$ cat src/rtl/clk_sup_pkg.sv
`timescale 1ns/1ps
package clk_sup_pkg;
  typedef enum logic [1:0] {
    MODE_SELF    = 2'b00,
    MODE_FLL_INT = 2'b01,
    MODE_BYP_EXT = 2'b10,
    MODE_FLL_EXT = 2'b11
  } mode_e;

  function automatic logic loop_engaged(mode_e m);
    return (m == MODE_FLL_INT) || (m == MODE_FLL_EXT);
  endfunction
endpackage

$ cat src/rtl/clk_sup_watch.sv
`timescale 1ns/1ps
module clk_sup_watch #(
  parameter int LIMIT = 64
) (
  input  logic clk,
  input  logic rst_n,
  input  logic mon_clk_i,
  output logic lost_o
);
  localparam int CW = $clog2(LIMIT + 1);

  logic          s1_q, s2_q, s3_q;
  logic [CW-1:0] cnt_q, cnt_d;
  logic          edge_seen;
  logic          cnt_en;

  always_comb begin
    edge_seen = s2_q ^ s3_q;
    cnt_en    = edge_seen || (cnt_q != CW'(LIMIT));
    cnt_d     = edge_seen ? '0 : cnt_q + 1'b1;
  end

  always_ff @(posedge clk or negedge rst_n) begin
    if (!rst_n) begin
      s1_q  <= 1'b0;
      s2_q  <= 1'b0;
      s3_q  <= 1'b0;
      cnt_q <= '0;
    end else begin
      s1_q <= mon_clk_i;
      s2_q <= s1_q;
      s3_q <= s2_q;
      if (cnt_en) cnt_q <= cnt_d;
    end
  end

  assign lost_o = (cnt_q == CW'(LIMIT));
endmodule

$ cat src/rtl/clk_sup_mode.sv
`timescale 1ns/1ps
module clk_sup_mode
  import clk_sup_pkg::*;
#(
  parameter int MW = 3
) (
  input  logic          clk,
  input  logic          rst_n,
  input  logic          wr_ctrl_i,
  input  logic [1:0]    mode_i,
  input  logic [MW-1:0] mult_i,
  input  logic          ref_ev_i,
  input  logic          osc_ev_i,
  output mode_e         sel_o,
  output mode_e         stat_o,
  output logic [MW-1:0] mult_o,
  output logic          fall_o,
  output logic          wr_ok_o,
  output logic          chg_o
);
  mode_e         sel_q, sel_d, stat_q, stat_d, fb_mode;
  logic [MW-1:0] mult_q, mult_d;
  logic          fall, wr_ok;

  always_comb begin
    fall    = 1'b0;
    fb_mode = sel_q;
    case (sel_q)
      MODE_FLL_EXT: begin
        if (ref_ev_i) begin
          fall    = 1'b1;
          fb_mode = MODE_SELF;
        end else if (osc_ev_i) begin
          fall    = 1'b1;
          fb_mode = MODE_BYP_EXT;
        end
      end
      MODE_BYP_EXT: begin
        if (ref_ev_i) begin
          fall    = 1'b1;
          fb_mode = MODE_SELF;
        end
      end
      default: ;
    endcase
    wr_ok  = wr_ctrl_i && !fall;
    sel_d  = fall ? fb_mode : (wr_ok ? mode_e'(mode_i) : sel_q);
    stat_d = fall ? fb_mode : sel_q;
    mult_d = mult_i;
  end

  always_ff @(posedge clk or negedge rst_n) begin
    if (!rst_n) begin
      sel_q  <= MODE_SELF;
      stat_q <= MODE_SELF;
      mult_q <= '0;
    end else begin
      sel_q  <= sel_d;
      stat_q <= stat_d;
      if (wr_ok) mult_q <= mult_d;
    end
  end

  assign sel_o   = sel_q;
  assign stat_o  = stat_q;
  assign mult_o  = mult_q;
  assign fall_o  = fall;
  assign wr_ok_o = wr_ok;
  assign chg_o   = wr_ok && ((mode_i != sel_q) || (mult_i != mult_q));
endmodule

$ cat src/rtl/clk_sup_flags.sv
`timescale 1ns/1ps
module clk_sup_flags
  import clk_sup_pkg::*;
(
  input  logic  clk,
  input  logic  rst_n,
  input  mode_e sel_i,
  input  logic  lock_i,
  input  logic  trim_wr_i,
  input  logic  chg_i,
  input  logic  wr_ok_i,
  input  logic  clk_rst_en_i,
  input  logic  lock_rst_en_i,
  input  logic  clk_ev_i,
  input  logic  rd_stat_i,
  input  logic  wr_clr_i,
  output logic  lock_o,
  output logic  clk_loss_o,
  output logic  lock_loss_o,
  output logic  irq_o,
  output logic  rst_req_o
);
  logic engaged, exp_ev, lk_rise, lk_fall, clr;
  logic pend_q, pend_d, lock_q, lock_d, prev_q;
  logic arm_q, arm_d, cl_q, cl_d, ll_q, ll_d;
  logic ce_q, le_q;

  always_comb begin
    engaged = loop_engaged(sel_i);
    exp_ev  = chg_i || (trim_wr_i && (sel_i == MODE_FLL_INT));
    lk_rise = lock_i && !prev_q;
    lk_fall = !lock_i && prev_q;
    pend_d  = exp_ev ? 1'b1 : (lk_rise ? 1'b0 : pend_q);
    lock_d  = engaged && lock_i && !pend_d && !clk_ev_i;
    clr     = wr_clr_i && arm_q;
    arm_d   = rd_stat_i ? 1'b1 : (clr ? 1'b0 : arm_q);
    cl_d    = clk_ev_i || (cl_q && !clr);
    ll_d    = (engaged && (clk_ev_i || (lk_fall && !pend_q))) || (ll_q && !clr);
  end

  always_ff @(posedge clk or negedge rst_n) begin
    if (!rst_n) begin
      pend_q <= 1'b0;
      lock_q <= 1'b0;
      prev_q <= 1'b0;
      arm_q  <= 1'b0;
      cl_q   <= 1'b0;
      ll_q   <= 1'b0;
      ce_q   <= 1'b0;
      le_q   <= 1'b0;
    end else begin
      pend_q <= pend_d;
      lock_q <= lock_d;
      prev_q <= lock_i;
      arm_q  <= arm_d;
      cl_q   <= cl_d;
      ll_q   <= ll_d;
      if (wr_ok_i) begin
        ce_q <= clk_rst_en_i;
        le_q <= lock_rst_en_i;
      end
    end
  end

  assign lock_o      = lock_q;
  assign clk_loss_o  = cl_q;
  assign lock_loss_o = ll_q;
  assign rst_req_o   = (cl_q && ce_q) || (ll_q && le_q);
  assign irq_o       = !rst_req_o && ((cl_q && !ce_q) || (ll_q && !le_q));
endmodule

$ cat src/rtl/clk_sup.sv
`timescale 1ns/1ps
module clk_sup
  import clk_sup_pkg::*;
#(
  parameter int LIMIT = 64,
  parameter int MW    = 3
) (
  input  logic          clk,
  input  logic          rst_n,
  input  logic          ref_clk_i,
  input  logic          osc_clk_i,
  input  logic          osc_stable_i,
  input  logic          lock_i,
  input  logic          wr_ctrl_i,
  input  logic [1:0]    mode_i,
  input  logic [MW-1:0] mult_i,
  input  logic          clk_rst_en_i,
  input  logic          lock_rst_en_i,
  input  logic          trim_wr_i,
  input  logic          rd_stat_i,
  input  logic          wr_clr_i,
  output logic [1:0]    mode_sel_o,
  output logic [1:0]    mode_stat_o,
  output logic [MW-1:0] mult_o,
  output logic          lock_o,
  output logic          clk_loss_o,
  output logic          lock_loss_o,
  output logic          irq_o,
  output logic          rst_req_o
);
  localparam int NCLK = 2;

  logic [NCLK-1:0] mon_clk, lost;
  mode_e           sel, stat;
  logic            ref_mon, osc_mon, ref_ev, osc_ev, clk_ev;
  logic            fall, wr_ok, chg;

  assign mon_clk = {osc_clk_i, ref_clk_i};

  for (genvar i = 0; i < NCLK; i++) begin : g_watch
    clk_sup_watch #(.LIMIT(LIMIT)) u_watch (
      .clk       (clk),
      .rst_n     (rst_n),
      .mon_clk_i (mon_clk[i]),
      .lost_o    (lost[i])
    );
  end

  always_comb begin
    ref_mon = (sel == MODE_BYP_EXT) || (sel == MODE_FLL_EXT);
    osc_mon = loop_engaged(sel) || ((sel == MODE_SELF) && osc_stable_i);
    ref_ev  = lost[0] && ref_mon;
    osc_ev  = lost[1] && osc_mon;
    clk_ev  = ref_ev || osc_ev;
  end

  clk_sup_mode #(.MW(MW)) u_mode (
    .clk       (clk),
    .rst_n     (rst_n),
    .wr_ctrl_i (wr_ctrl_i),
    .mode_i    (mode_i),
    .mult_i    (mult_i),
    .ref_ev_i  (ref_ev),
    .osc_ev_i  (osc_ev),
    .sel_o     (sel),
    .stat_o    (stat),
    .mult_o    (mult_o),
    .fall_o    (fall),
    .wr_ok_o   (wr_ok),
    .chg_o     (chg)
  );

  clk_sup_flags u_flags (
    .clk           (clk),
    .rst_n         (rst_n),
    .sel_i         (sel),
    .lock_i        (lock_i),
    .trim_wr_i     (trim_wr_i),
    .chg_i         (chg),
    .wr_ok_i       (wr_ok),
    .clk_rst_en_i  (clk_rst_en_i),
    .lock_rst_en_i (lock_rst_en_i),
    .clk_ev_i      (clk_ev),
    .rd_stat_i     (rd_stat_i),
    .wr_clr_i      (wr_clr_i),
    .lock_o        (lock_o),
    .clk_loss_o    (clk_loss_o),
    .lock_loss_o   (lock_loss_o),
    .irq_o         (irq_o),
    .rst_req_o     (rst_req_o)
  );

  assign mode_sel_o  = sel;
  assign mode_stat_o = stat;
endmodule

$ cat config.mk
export PLATFORM = sky130hd
export DESIGN_NAME = clk_sup
export DESIGN_NICKNAME = d
export VERILOG_FILES = /design/src/rtl/clk_sup_pkg.sv /design/src/rtl/clk_sup_watch.sv /design/src/rtl/clk_sup_mode.sv /design/src/rtl/clk_sup_flags.sv /design/src/rtl/clk_sup.sv
export SDC_FILE = /design/constraint.sdc
export NUM_CORES = 1
export LEC_CHECK = 0
export ABC_CLOCK_PERIOD_IN_PS = 3300
export CAP_MARGIN = 20
export CORE_MARGIN = 4
export CORE_UTILIZATION = 52
export CTS_CLUSTER_DIAMETER = 100
export DETAILED_ROUTE_END_ITERATION = 16
export DONT_BUFFER_PORTS = 1
export PLACE_DENSITY = 0.67
export SYNTH_ARGS = -nofsm -noshare
export SYNTH_HDL_FRONTEND = slang
export SYNTH_SLANG_ARGS = --single-unit
$ cat constraint.sdc
create_clock -name clk -period 3.3 [get_ports clk]
set_input_delay 0.66 -clock clk [delete_from_list [all_inputs] [get_ports clk]]
set_output_delay 0.66 -clock clk [all_outputs]
set_load 0.05 [all_outputs]
### After elaboration in Yosys (flattened, before gate mapping)

Index checks and enable logic that the tools add are counted.

* add/sub/neg operators: 2
* eq/ne operators: 9
* mux-type cells: 17
* bitwise gates (word level): 2
* reductions and logical operators: 47

Operator list (number)
* $logic_and A1 B1 Y1: 21
* $add A7 B1 Y7 const B: 2
* $eq A7 B7 Y1 const B: 2
* $mux W7: 2
* $ne A7 B7 Y1 const B: 2
* $logic_or A1 B1 Y1: 13
* $mux W2: 6
* $logic_not A1 Y1: 10
* $mux W1: 7
* $eq A2 B2 Y1 const B: 2
* $pmux W2 S2: 1
* $reduce_bool A2 Y1: 2
* $ne A3 B3 Y1: 1
* $eq A2 B1 Y1 const B: 1
* $logic_not A2 Y1: 1
* $ne A2 B2 Y1: 1
* $pmux W1 S2: 1
* $xor A1 B1 Y1: 2

* register bits after elaboration: 35
* input port bits: 17
* output and inout port bits: 12
* logic and storage cells: 96

### Depth between registers and ports, before layout

Gate-level depths: netlist (run 1).

* depth after elaboration: 15
* gate-level depth with buffers: 7
* mapped depth without buffers: 6

### By module

A second synthesis (run 1) with hierarchy kept.

* cell total of the unflattened synthesis: 151
* area, all modules: 1675.4 um2

By module, submodules not included
* clk_sup_watch: instances 2, cells an instance 45, area each 478.0 um2, sequential area each 250.2 um2
* clk_sup_mode: instances 1, cells an instance 28, area each 346.6 um2, sequential area each 175.2 um2
* clk_sup_flags: instances 1, cells an instance 28, area each 337.8 um2, sequential area each 200.2 um2
* clk_sup: instances 1, cells an instance 5, area each 35.0 um2, sequential area each 0.0 um2

### Least setup slack after synthesis (run 1)

Ideal clock, no wire load.

* kind: register to output
* start point: register u_flags.cl_q, in the netlist u_flags.clk_loss_o
* end point: output port irq_o
* arrival time: 1771 ps
* required time: 2640 ps
* path slack: 869 ps
* stages on the path, launching flop included: 3
* buffers on the path: 0
* path through: dfrtp_1 > a22o_1 > nor2_1

* longest elaborated chain between the ends: 4
* elaborated cells between the ends (all ways): 6
* those cells by class: 6 x reduce/logical

RTL lines
* start: declaration: RTL line clk_sup_flags.sv:25 `logic arm_q, arm_d, cl_q, cl_d, ll_q, ll_d;`
* start signal: assignment: RTL line clk_sup_flags.sv:56 `cl_q <= cl_d;`
* $logic_and A1 B1 Y1: RTL line clk_sup_flags.sv:68 `assign rst_req_o = (cl_q && ce_q) || (ll_q && le_q);`
* $logic_or A1 B1 Y1: RTL line clk_sup_flags.sv:68
* net rst_req_o: RTL line clk_sup.sv:29 `output logic rst_req_o`
* $logic_not A1 Y1: RTL line clk_sup_flags.sv:69 `assign irq_o = !rst_req_o && ((cl_q && !ce_q) || (ll_q && !le_q));`
* $logic_and A1 B1 Y1: RTL line clk_sup_flags.sv:69
* end: declaration: RTL line clk_sup.sv:28 `output logic irq_o,`

The timed path passes the listed nets, and every way through them passes these cells.

### Worst setup path in the final report (run 1)

Same ends and word-level chain as after synthesis.

==> impl_metrics.xml, run 1 <==
<?xml version="1.0" encoding="UTF-8"?>
<metrics>
  <group name="cts">
    <metric name="cts_tree" unit="">built</metric>
    <metric name="insertion_delay" unit="ns">0.35</metric>
    <metric name="postCtsSetupRepairBufs" unit="">0</metric>
    <metric name="clkSinkCount" unit="">35</metric>
    <metric name="htreeDepth" unit="">2</metric>
    <metric name="clk_pin_slew" unit="ns">0.11</metric>
    <metric name="ctsLongestPathBuffers" unit="">2</metric>
    <metric name="cts_inserted_buffers" unit="">5</metric>
    <metric name="cts_root_buffer" unit="">sky130_fd_sc_hd__clkbuf_4</metric>
  </group>
  <group name="final_layout">
    <metric name="mostFrequentLayoutCells" unit="">sky130_fd_sc_hd__dfrtp_1 (35), sky130_fd_sc_hd__nor2_1 (15), sky130_fd_sc_hd__xor2_1 (10)</metric>
    <metric name="nets" unit="">165</metric>
    <metric name="post_route_cells_drive_above_1_share" unit="%">13.79</metric>
    <metric name="utilization" unit="%">60.39</metric>
    <metric name="insertedDiodeCount" unit="">0</metric>
    <metric name="final_common_cell" unit="">sky130_fd_sc_hd__dfrtp_1</metric>
    <metric name="layout-area-overhead-vs-synth" unit="%">6.827</metric>
  </group>
  <group name="critical_path">
    <metric name="worstPathMaxFanout" unit="">4</metric>
    <metric name="worstSetupEndpointType" unit="">primary output</metric>
    <metric name="data_arrival_time_of_the_critical_path" unit="ns">1.91</metric>
    <metric name="critPathRequiredTime" unit="ns">2.64</metric>
    <metric name="crit_path_start_kind" unit="">flop</metric>
    <metric name="crit_type" unit="">flop to primary output</metric>
  </group>
  <group name="logic_synthesis">
    <metric name="synthesized_area_divided_by_synthesized_cell_count" unit="sq um">11.86</metric>
    <metric name="synth.yosys.seq_area_share" unit="%">54.31</metric>
    <metric name="yosys_warnings" unit="">0</metric>
    <metric name="flip_flop_and_latch_count_after_synthesis" unit="">35</metric>
    <metric name="synth_fp_nets" unit="">157</metric>
    <metric name="post_synth_instance_area" unit="sq um">1613</metric>
    <metric name="synthDistinctLibCells" unit="">36</metric>
    <metric name="synthesis.instances" unit="">136</metric>
  </group>
  <group name="timing">
    <metric name="timing.fmax" unit="GHz">0.3890</metric>
    <metric name="timing_max_transition_violations_final" unit="">0</metric>
    <metric name="clock-skew-final" unit="ns">0.02304</metric>
    <metric name="setup_viol" unit="">0</metric>
    <metric name="layout_worst_path_cycle_share" unit="%">77.90</metric>
    <metric name="finalHoldViolCount" unit="">0</metric>
    <metric name="hold_slack" unit="ns">0.1116</metric>
    <metric name="min_clock_period_post_route" unit="ns">2.571</metric>
    <metric name="slew-limit-headroom" unit="%">52.42</metric>
    <metric name="setup_tns" unit="ns">0</metric>
    <metric name="rsz_0062_raised_after_global_routing" unit="">no</metric>
    <metric name="tightest_slew" unit="ns">0.7137</metric>
  </group>
  <group name="worst_hold_path">
    <metric name="min-delay-path-class" unit="">input port to asynchronous set/reset pin</metric>
  </group>
  <group name="route">
    <metric name="drt_first_iter_violations" unit="">39</metric>
    <metric name="drt_first_pass_iters" unit="">4</metric>
    <metric name="wl_per_cell" unit="um">15.73</metric>
    <metric name="routed_via_density" unit="">5.665</metric>
    <metric name="detailroute.via_count" unit="">997</metric>
    <metric name="drt_wl_total" unit="um">2769</metric>
    <metric name="drtAntennaViolNets" unit="">0</metric>
    <metric name="post-route-drc-count" unit="">0</metric>
  </group>
  <group name="grt">
    <metric name="grt_max_degree" unit="">29</metric>
    <metric name="grt_overflow_total" unit="">0</metric>
    <metric name="wire_length_of_the_first_global_routing_pass" unit="um">4899</metric>
    <metric name="number_of_global_route_vias_before_repair" unit="">1010</metric>
    <metric name="track_usage" unit="%">16.16</metric>
    <metric name="grt_antenna_before_repair" unit="">0</metric>
  </group>
  <group name="placement">
    <metric name="port-buffer-count" unit="">0</metric>
    <metric name="gpl.final_weighted_congestion" unit="">0.7955</metric>
    <metric name="hpwl" unit="um">1988</metric>
  </group>
  <group name="floorplan">
    <metric name="design.core.area" unit="sq um">2853</metric>
    <metric name="chip_width" unit="um">63.69</metric>
    <metric name="floorplan.io_pins" unit="">29</metric>
    <metric name="initial_utilization" unit="%">56.54</metric>
    <metric name="die_height" unit="um">63.69</metric>
    <metric name="fp-row-count" unit="">19</metric>
    <metric name="die_area" unit="sq um">4056</metric>
  </group>
  <group name="power_and_ir_drop">
    <metric name="vdd_drop_max" unit="mV">0.3363</metric>
    <metric name="p_leak" unit="nW">0.8123</metric>
    <metric name="power-per-cell-area" unit="nW/um^2">496.0</metric>
  </group>
  <group name="job">
    <metric name="max_cap_viol_count" unit="">0</metric>
  </group>
  <group name="outcome">
    <metric name="result_of_the_run" unit="">complete, no violations</metric>
  </group>
</metrics>
## report_power, final
part           internal (mW)  switching [mW]  total, mW
clock network         0.0830           0.138      0.221
registers              0.458          0.0680      0.526
logic                 0.0544          0.0534      0.108
## kinds of logic after synthesis
kind of cell,share of synthesized area [%]
compound gates,7.525
simple gates,16.14
buf+inv,2.638
xor+xnor,9.775
fa+ha+maj,3.103
flops,54.31
mux,6.517
## flip-flops by register name, indices dropped and copies added (netlist names), 2 cells and up
register,cells
g_watch.u_watch.s2_q,2
u_mode.mult_o,3
g_watch.u_watch.s1_q,2
u_mode.stat_o,2
g_watch.u_watch.s3_q,2
g_watch.u_watch.cnt_q,14
u_mode.sel_o,2
## routing by layer
layer / up-vias / share of wire, % / GRT usage, %
li1: 476 / - / -
met1: 494 / 44 / 20.32
met2: 20 / 46 / 23.08
met3: 7 / 7.3 / 8.703
met4: 0 / 1.8 / 6.469
met5: - / 0 / 0
## worst paths after layout
check	endpoint	slack, ns	startpoint	cells past startpoint
setup / recovery	irq_o	0.73	u_flags.clk_loss_o	3
hold / removal	u_mode.stat_o[0]	0.11	rst_n	1
setup reg to reg	u_mode.mult_o[0]	1.44	u_mode.sel_o[0]	4
hold reg to reg	g_watch[0].u_watch.s2_q	0.35	g_watch[0].u_watch.s1_q	0
max in group asynchronous	u_mode.mult_o[2]	2.37	rst_n	1
min in group clk	u_flags.prev_q	0.32	lock_i	0
## critical path, cell delays in order, from the launching register on
cell and delay [ns]:
sky130_fd_sc_hd__dfrtp_1 0.69, sky130_fd_sc_hd__a22o_1 0.57, sky130_fd_sc_hd__nor2_1 0.10, sky130_fd_sc_hd__buf_4 0.21
## synth_stat cells (all sizes together)
library cell | instances | area share, %
o21ai | 3 | 0.93
dfrtp | 35 | 54
a22o | 1 | 0.54
nor2 | 15 | 3.5
mux2 | 5 | 4.7
mux2i | 3 | 1.9
a211oi | 1 | 0.47
nand2 | 5 | 1.2
o21a | 1 | 0.47
nand3b | 2 | 1.2
nor3 | 1 | 0.31
nand2b | 2 | 0.78
buf | 2 | 1.0
nor4b | 2 | 2.0
xnor2 | 8 | 4.3
and4bb | 1 | 0.78
a221o | 1 | 0.62
and4 | 1 | 0.54
a21o | 2 | 0.93
and2 | 2 | 0.93
inv | 7 | 1.6
xor2 | 10 | 5.4
and4b | 1 | 0.62
ha | 4 | 3.1
and3 | 3 | 1.2
a21boi | 2 | 1.2
nand3 | 9 | 3.1
a32oi | 1 | 0.54
a21oi | 6 | 1.9
## cell type report
| type | count | area, sq um |
|---|---|---|
| clock buffer | 7 | 45.04 |
| sequential | 35 | 875.8 |
| tap | 31 | 38.79 |
| clock inverter | 1 | 5.005 |
| multi-input combinational | 92 | 694.4 |
| inverter | 7 | 26.28 |
| fill | 236 | 1130 |
| timing repair buffer | 3 | 37.54 |
## per-stage QoR
stage	total power [mW]	setup slack [ns]	cell area, sq um	std cells
after global routing	0.9168	0.6394	1723	176
after detailed placement	0.6325	1.110	1643	166
after CTS	0.8615	0.7156	1713	175
after global placement	0.6257	1.120	1643	166
after floorplan	0.6103	0.8695	1613	136
final	0.8546	0.7291	1723	176
## repair_timing
action,CTS,global route
hold endpoints to repair,28,7
resized for setup,0,0
hold buffers,1,1
No activity file was read; power rests on OpenSTA's default activity.
==> run 2, diff against run 1 <==
Settings changed: ABC_CLOCK_PERIOD_IN_PS 3300 to 2350, PLACE_DENSITY 0.67 to 0.7.
Clock period 3.3 ns to 2.35 ns, I/O delays scaled along.
==> impl_metrics.xml, run 2 (synthesis results as in run 1) <==
<?xml version="1.0" encoding="UTF-8"?>
<metrics>
  <group name="timing">
    <metric name="setup_viol" unit="">0</metric>
    <metric name="tightest_slew" unit="ns">0.5451</metric>
    <metric name="layout_worst_path_cycle_share" unit="%">85.17</metric>
    <metric name="hold_slack" unit="ns">0.1614</metric>
    <metric name="timing_max_transition_violations_final" unit="">0</metric>
    <metric name="timing.fmax" unit="GHz">0.4996</metric>
    <metric name="finalHoldViolCount" unit="">0</metric>
    <metric name="rsz_0062_raised_after_global_routing" unit="">no</metric>
    <metric name="clock-skew-final" unit="ns">0.004589</metric>
    <metric name="min_clock_period_post_route" unit="ns">2.001</metric>
    <metric name="slew-limit-headroom" unit="%">63.66</metric>
    <metric name="setup_tns" unit="ns">0</metric>
  </group>
  <group name="final_layout">
    <metric name="post_route_cells_drive_above_1_share" unit="%">16.22</metric>
    <metric name="layout-area-overhead-vs-synth" unit="%">9.387</metric>
    <metric name="utilization" unit="%">61.84</metric>
    <metric name="final_common_cell" unit="">sky130_fd_sc_hd__dfrtp_1</metric>
    <metric name="seqCellArea" unit="sq um">875.8</metric>
    <metric name="largest-register" unit="">g_watch.u_watch.cnt_q</metric>
    <metric name="fill_cells" unit="">236</metric>
    <metric name="multi_input_area" unit="sq um">694.4</metric>
    <metric name="nets" unit="">168</metric>
    <metric name="final-instance-count-excl-fill" unit="">179</metric>
    <metric name="mostFrequentLayoutCells" unit="">sky130_fd_sc_hd__dfrtp_1 (35), sky130_fd_sc_hd__nor2_1 (15), sky130_fd_sc_hd__xor2_1 (10)</metric>
    <metric name="flip_flop_count_of_the_largest_register_after_layout" unit="">14</metric>
    <metric name="insertedDiodeCount" unit="">0</metric>
  </group>
  <group name="cts">
    <metric name="clk_pin_slew" unit="ns">0.09</metric>
    <metric name="clkSinkCount" unit="">35</metric>
    <metric name="ctsLongestPathBuffers" unit="">2</metric>
    <metric name="postCtsResizedCells" unit="">0</metric>
    <metric name="cts_inserted_buffers" unit="">5</metric>
    <metric name="postCtsSetupRepairBufs" unit="">0</metric>
    <metric name="htreeDepth" unit="">2</metric>
    <metric name="insertion_delay" unit="ns">0.33</metric>
    <metric name="cts_root_buffer" unit="">sky130_fd_sc_hd__clkbuf_4</metric>
    <metric name="cts_tree" unit="">built</metric>
  </group>
  <group name="grt">
    <metric name="grt_overflow_total" unit="">0</metric>
    <metric name="grt_antenna_before_repair" unit="">0</metric>
    <metric name="grt_max_degree" unit="">36</metric>
    <metric name="number_of_global_route_vias_before_repair" unit="">1046</metric>
    <metric name="track_usage" unit="%">15.40</metric>
    <metric name="wire_length_of_the_first_global_routing_pass" unit="um">4754</metric>
  </group>
  <group name="critical_path">
    <metric name="crit_type" unit="">flop to primary output</metric>
    <metric name="crit_path_start_kind" unit="">flop</metric>
    <metric name="data_arrival_time_of_the_critical_path" unit="ns">1.53</metric>
    <metric name="critPathRequiredTime" unit="ns">1.88</metric>
    <metric name="worstPathMaxFanout" unit="">4</metric>
    <metric name="worstSetupEndpointType" unit="">primary output</metric>
  </group>
  <group name="power_and_ir_drop">
    <metric name="intPower" unit="mW">0.9007</metric>
    <metric name="pwr-share-comb" unit="%">14.2</metric>
    <metric name="switchingPower" unit="mW">0.3548</metric>
    <metric name="vdd_drop_max" unit="mV">0.5465</metric>
    <metric name="switching_share" unit="%">28.26</metric>
    <metric name="p_clk_share" unit="%">28.5</metric>
    <metric name="power-per-cell-area" unit="nW/um^2">711.7</metric>
    <metric name="p_leak" unit="nW">0.8366</metric>
    <metric name="share_seq_of_total_power" unit="%">57.3</metric>
  </group>
  <group name="floorplan">
    <metric name="fp-row-count" unit="">19</metric>
    <metric name="initial_utilization" unit="%">56.54</metric>
    <metric name="chip_width" unit="um">63.69</metric>
    <metric name="design.core.area" unit="sq um">2853</metric>
    <metric name="floorplan.io_pins" unit="">29</metric>
    <metric name="die_height" unit="um">63.69</metric>
    <metric name="die_area" unit="sq um">4056</metric>
  </group>
  <group name="route">
    <metric name="drt_first_pass_iters" unit="">4</metric>
    <metric name="drt_wl_total" unit="um">2714</metric>
    <metric name="routed_via_density" unit="">5.480</metric>
    <metric name="post-route-drc-count" unit="">0</metric>
    <metric name="drt_first_iter_violations" unit="">18</metric>
    <metric name="detailroute.via_count" unit="">981</metric>
    <metric name="drtAntennaViolNets" unit="">0</metric>
    <metric name="wl_per_cell" unit="um">15.16</metric>
  </group>
  <group name="placement">
    <metric name="gpl.final_weighted_congestion" unit="">0.7637</metric>
    <metric name="numPlacedInstances" unit="">169</metric>
    <metric name="port-buffer-count" unit="">0</metric>
    <metric name="hpwl" unit="um">2007</metric>
  </group>
  <group name="worst_hold_path">
    <metric name="min-delay-path-class" unit="">input port to flop</metric>
  </group>
  <group name="job">
    <metric name="max_cap_viol_count" unit="">0</metric>
  </group>
  <group name="outcome">
    <metric name="result_of_the_run" unit="">complete, no violations</metric>
  </group>
</metrics>
==> run 2: cell count changes in the layout (fill, tap and decap cells not counted), sizes merged <==
| cell | delta |
|---|---|
| buf | +3 |
| clkbuf | +1 |
| clkinv | -1 |
==> run 2: final timing paths <==
path / from / endpoint / slack, ns / depth (start not counted)
max: u_flags.lock_loss_o / irq_o / 0.35 / 3
min in group asynchronous: rst_n / g_watch[0].u_watch.cnt_q[4] / 0.58 / 2
max in group asynchronous: rst_n / u_flags.prev_q / 1.60 / 2
max reg2reg: g_watch[0].u_watch.cnt_q[0] / u_mode.mult_o[1] / 0.63 / 6
min: osc_clk_i / g_watch[1].u_watch.s1_q / 0.16 / 0
min reg2reg: g_watch[0].u_watch.s1_q / g_watch[0].u_watch.s2_q / 0.36 / 0
==> run 2: layer usage <==
layer  routed length (um)  global-route usage (%)
met4                   31                   5.660
met3                  153                   6.750
met1                 1261                   18.85
met2                 1269                   23.99
met5                    0                       0
==> run 2: cell type report <==
| class | count | share of cell area (%) |
|---|---|---|
| well taps | 31 | 2.199 |
| clock buffers | 8 | 3.901 |
| inverters | 7 | 1.489 |
| repair buffers | 6 | 3.404 |
| flip-flops and latches | 35 | 49.65 |
| multi-input cells | 92 | 39.36 |
==> run 2: worst max-delay path, stage by stage, from the launching register on <==
cell	delay [ns]
sky130_fd_sc_hd__dfrtp_1	0.60
sky130_fd_sc_hd__a22o_1	0.31
sky130_fd_sc_hd__nor2_1	0.10
sky130_fd_sc_hd__buf_4	0.20
==> run 2: timing repair <==
item,4_1_cts,5_1_grt
hold buffers,2,0
endpoints found under the hold margin,35,0
endpoints found under the setup margin,0,0
==> run 2: power by group through the flow <==
stage | registers [mW] | clock network, mW | logic, mW
6_report | 0.719 | 0.358 | 0.178
5_1_grt | 0.725 | 0.404 | 0.199
4_1_cts | 0.719 | 0.374 | 0.181
3_5_place_dp | 0.731 | 0 | 0.163
3_3_place_gp | 0.729 | 0 | 0.156
2_1_floorplan | 0.737 | 0 | 0.120
==> run 2: per-stage QoR <==
step                      cell area (sq um)  setup WS [ns]  total power [mW]
final                                  1764         0.3485             1.256
after global routing                   1764         0.2160             1.328
after CTS                              1764         0.3223             1.274
after detailed placement               1665         0.6507            0.8942
after global placement                 1665         0.6933            0.8843
after floorplan                        1613         0.1095            0.8570
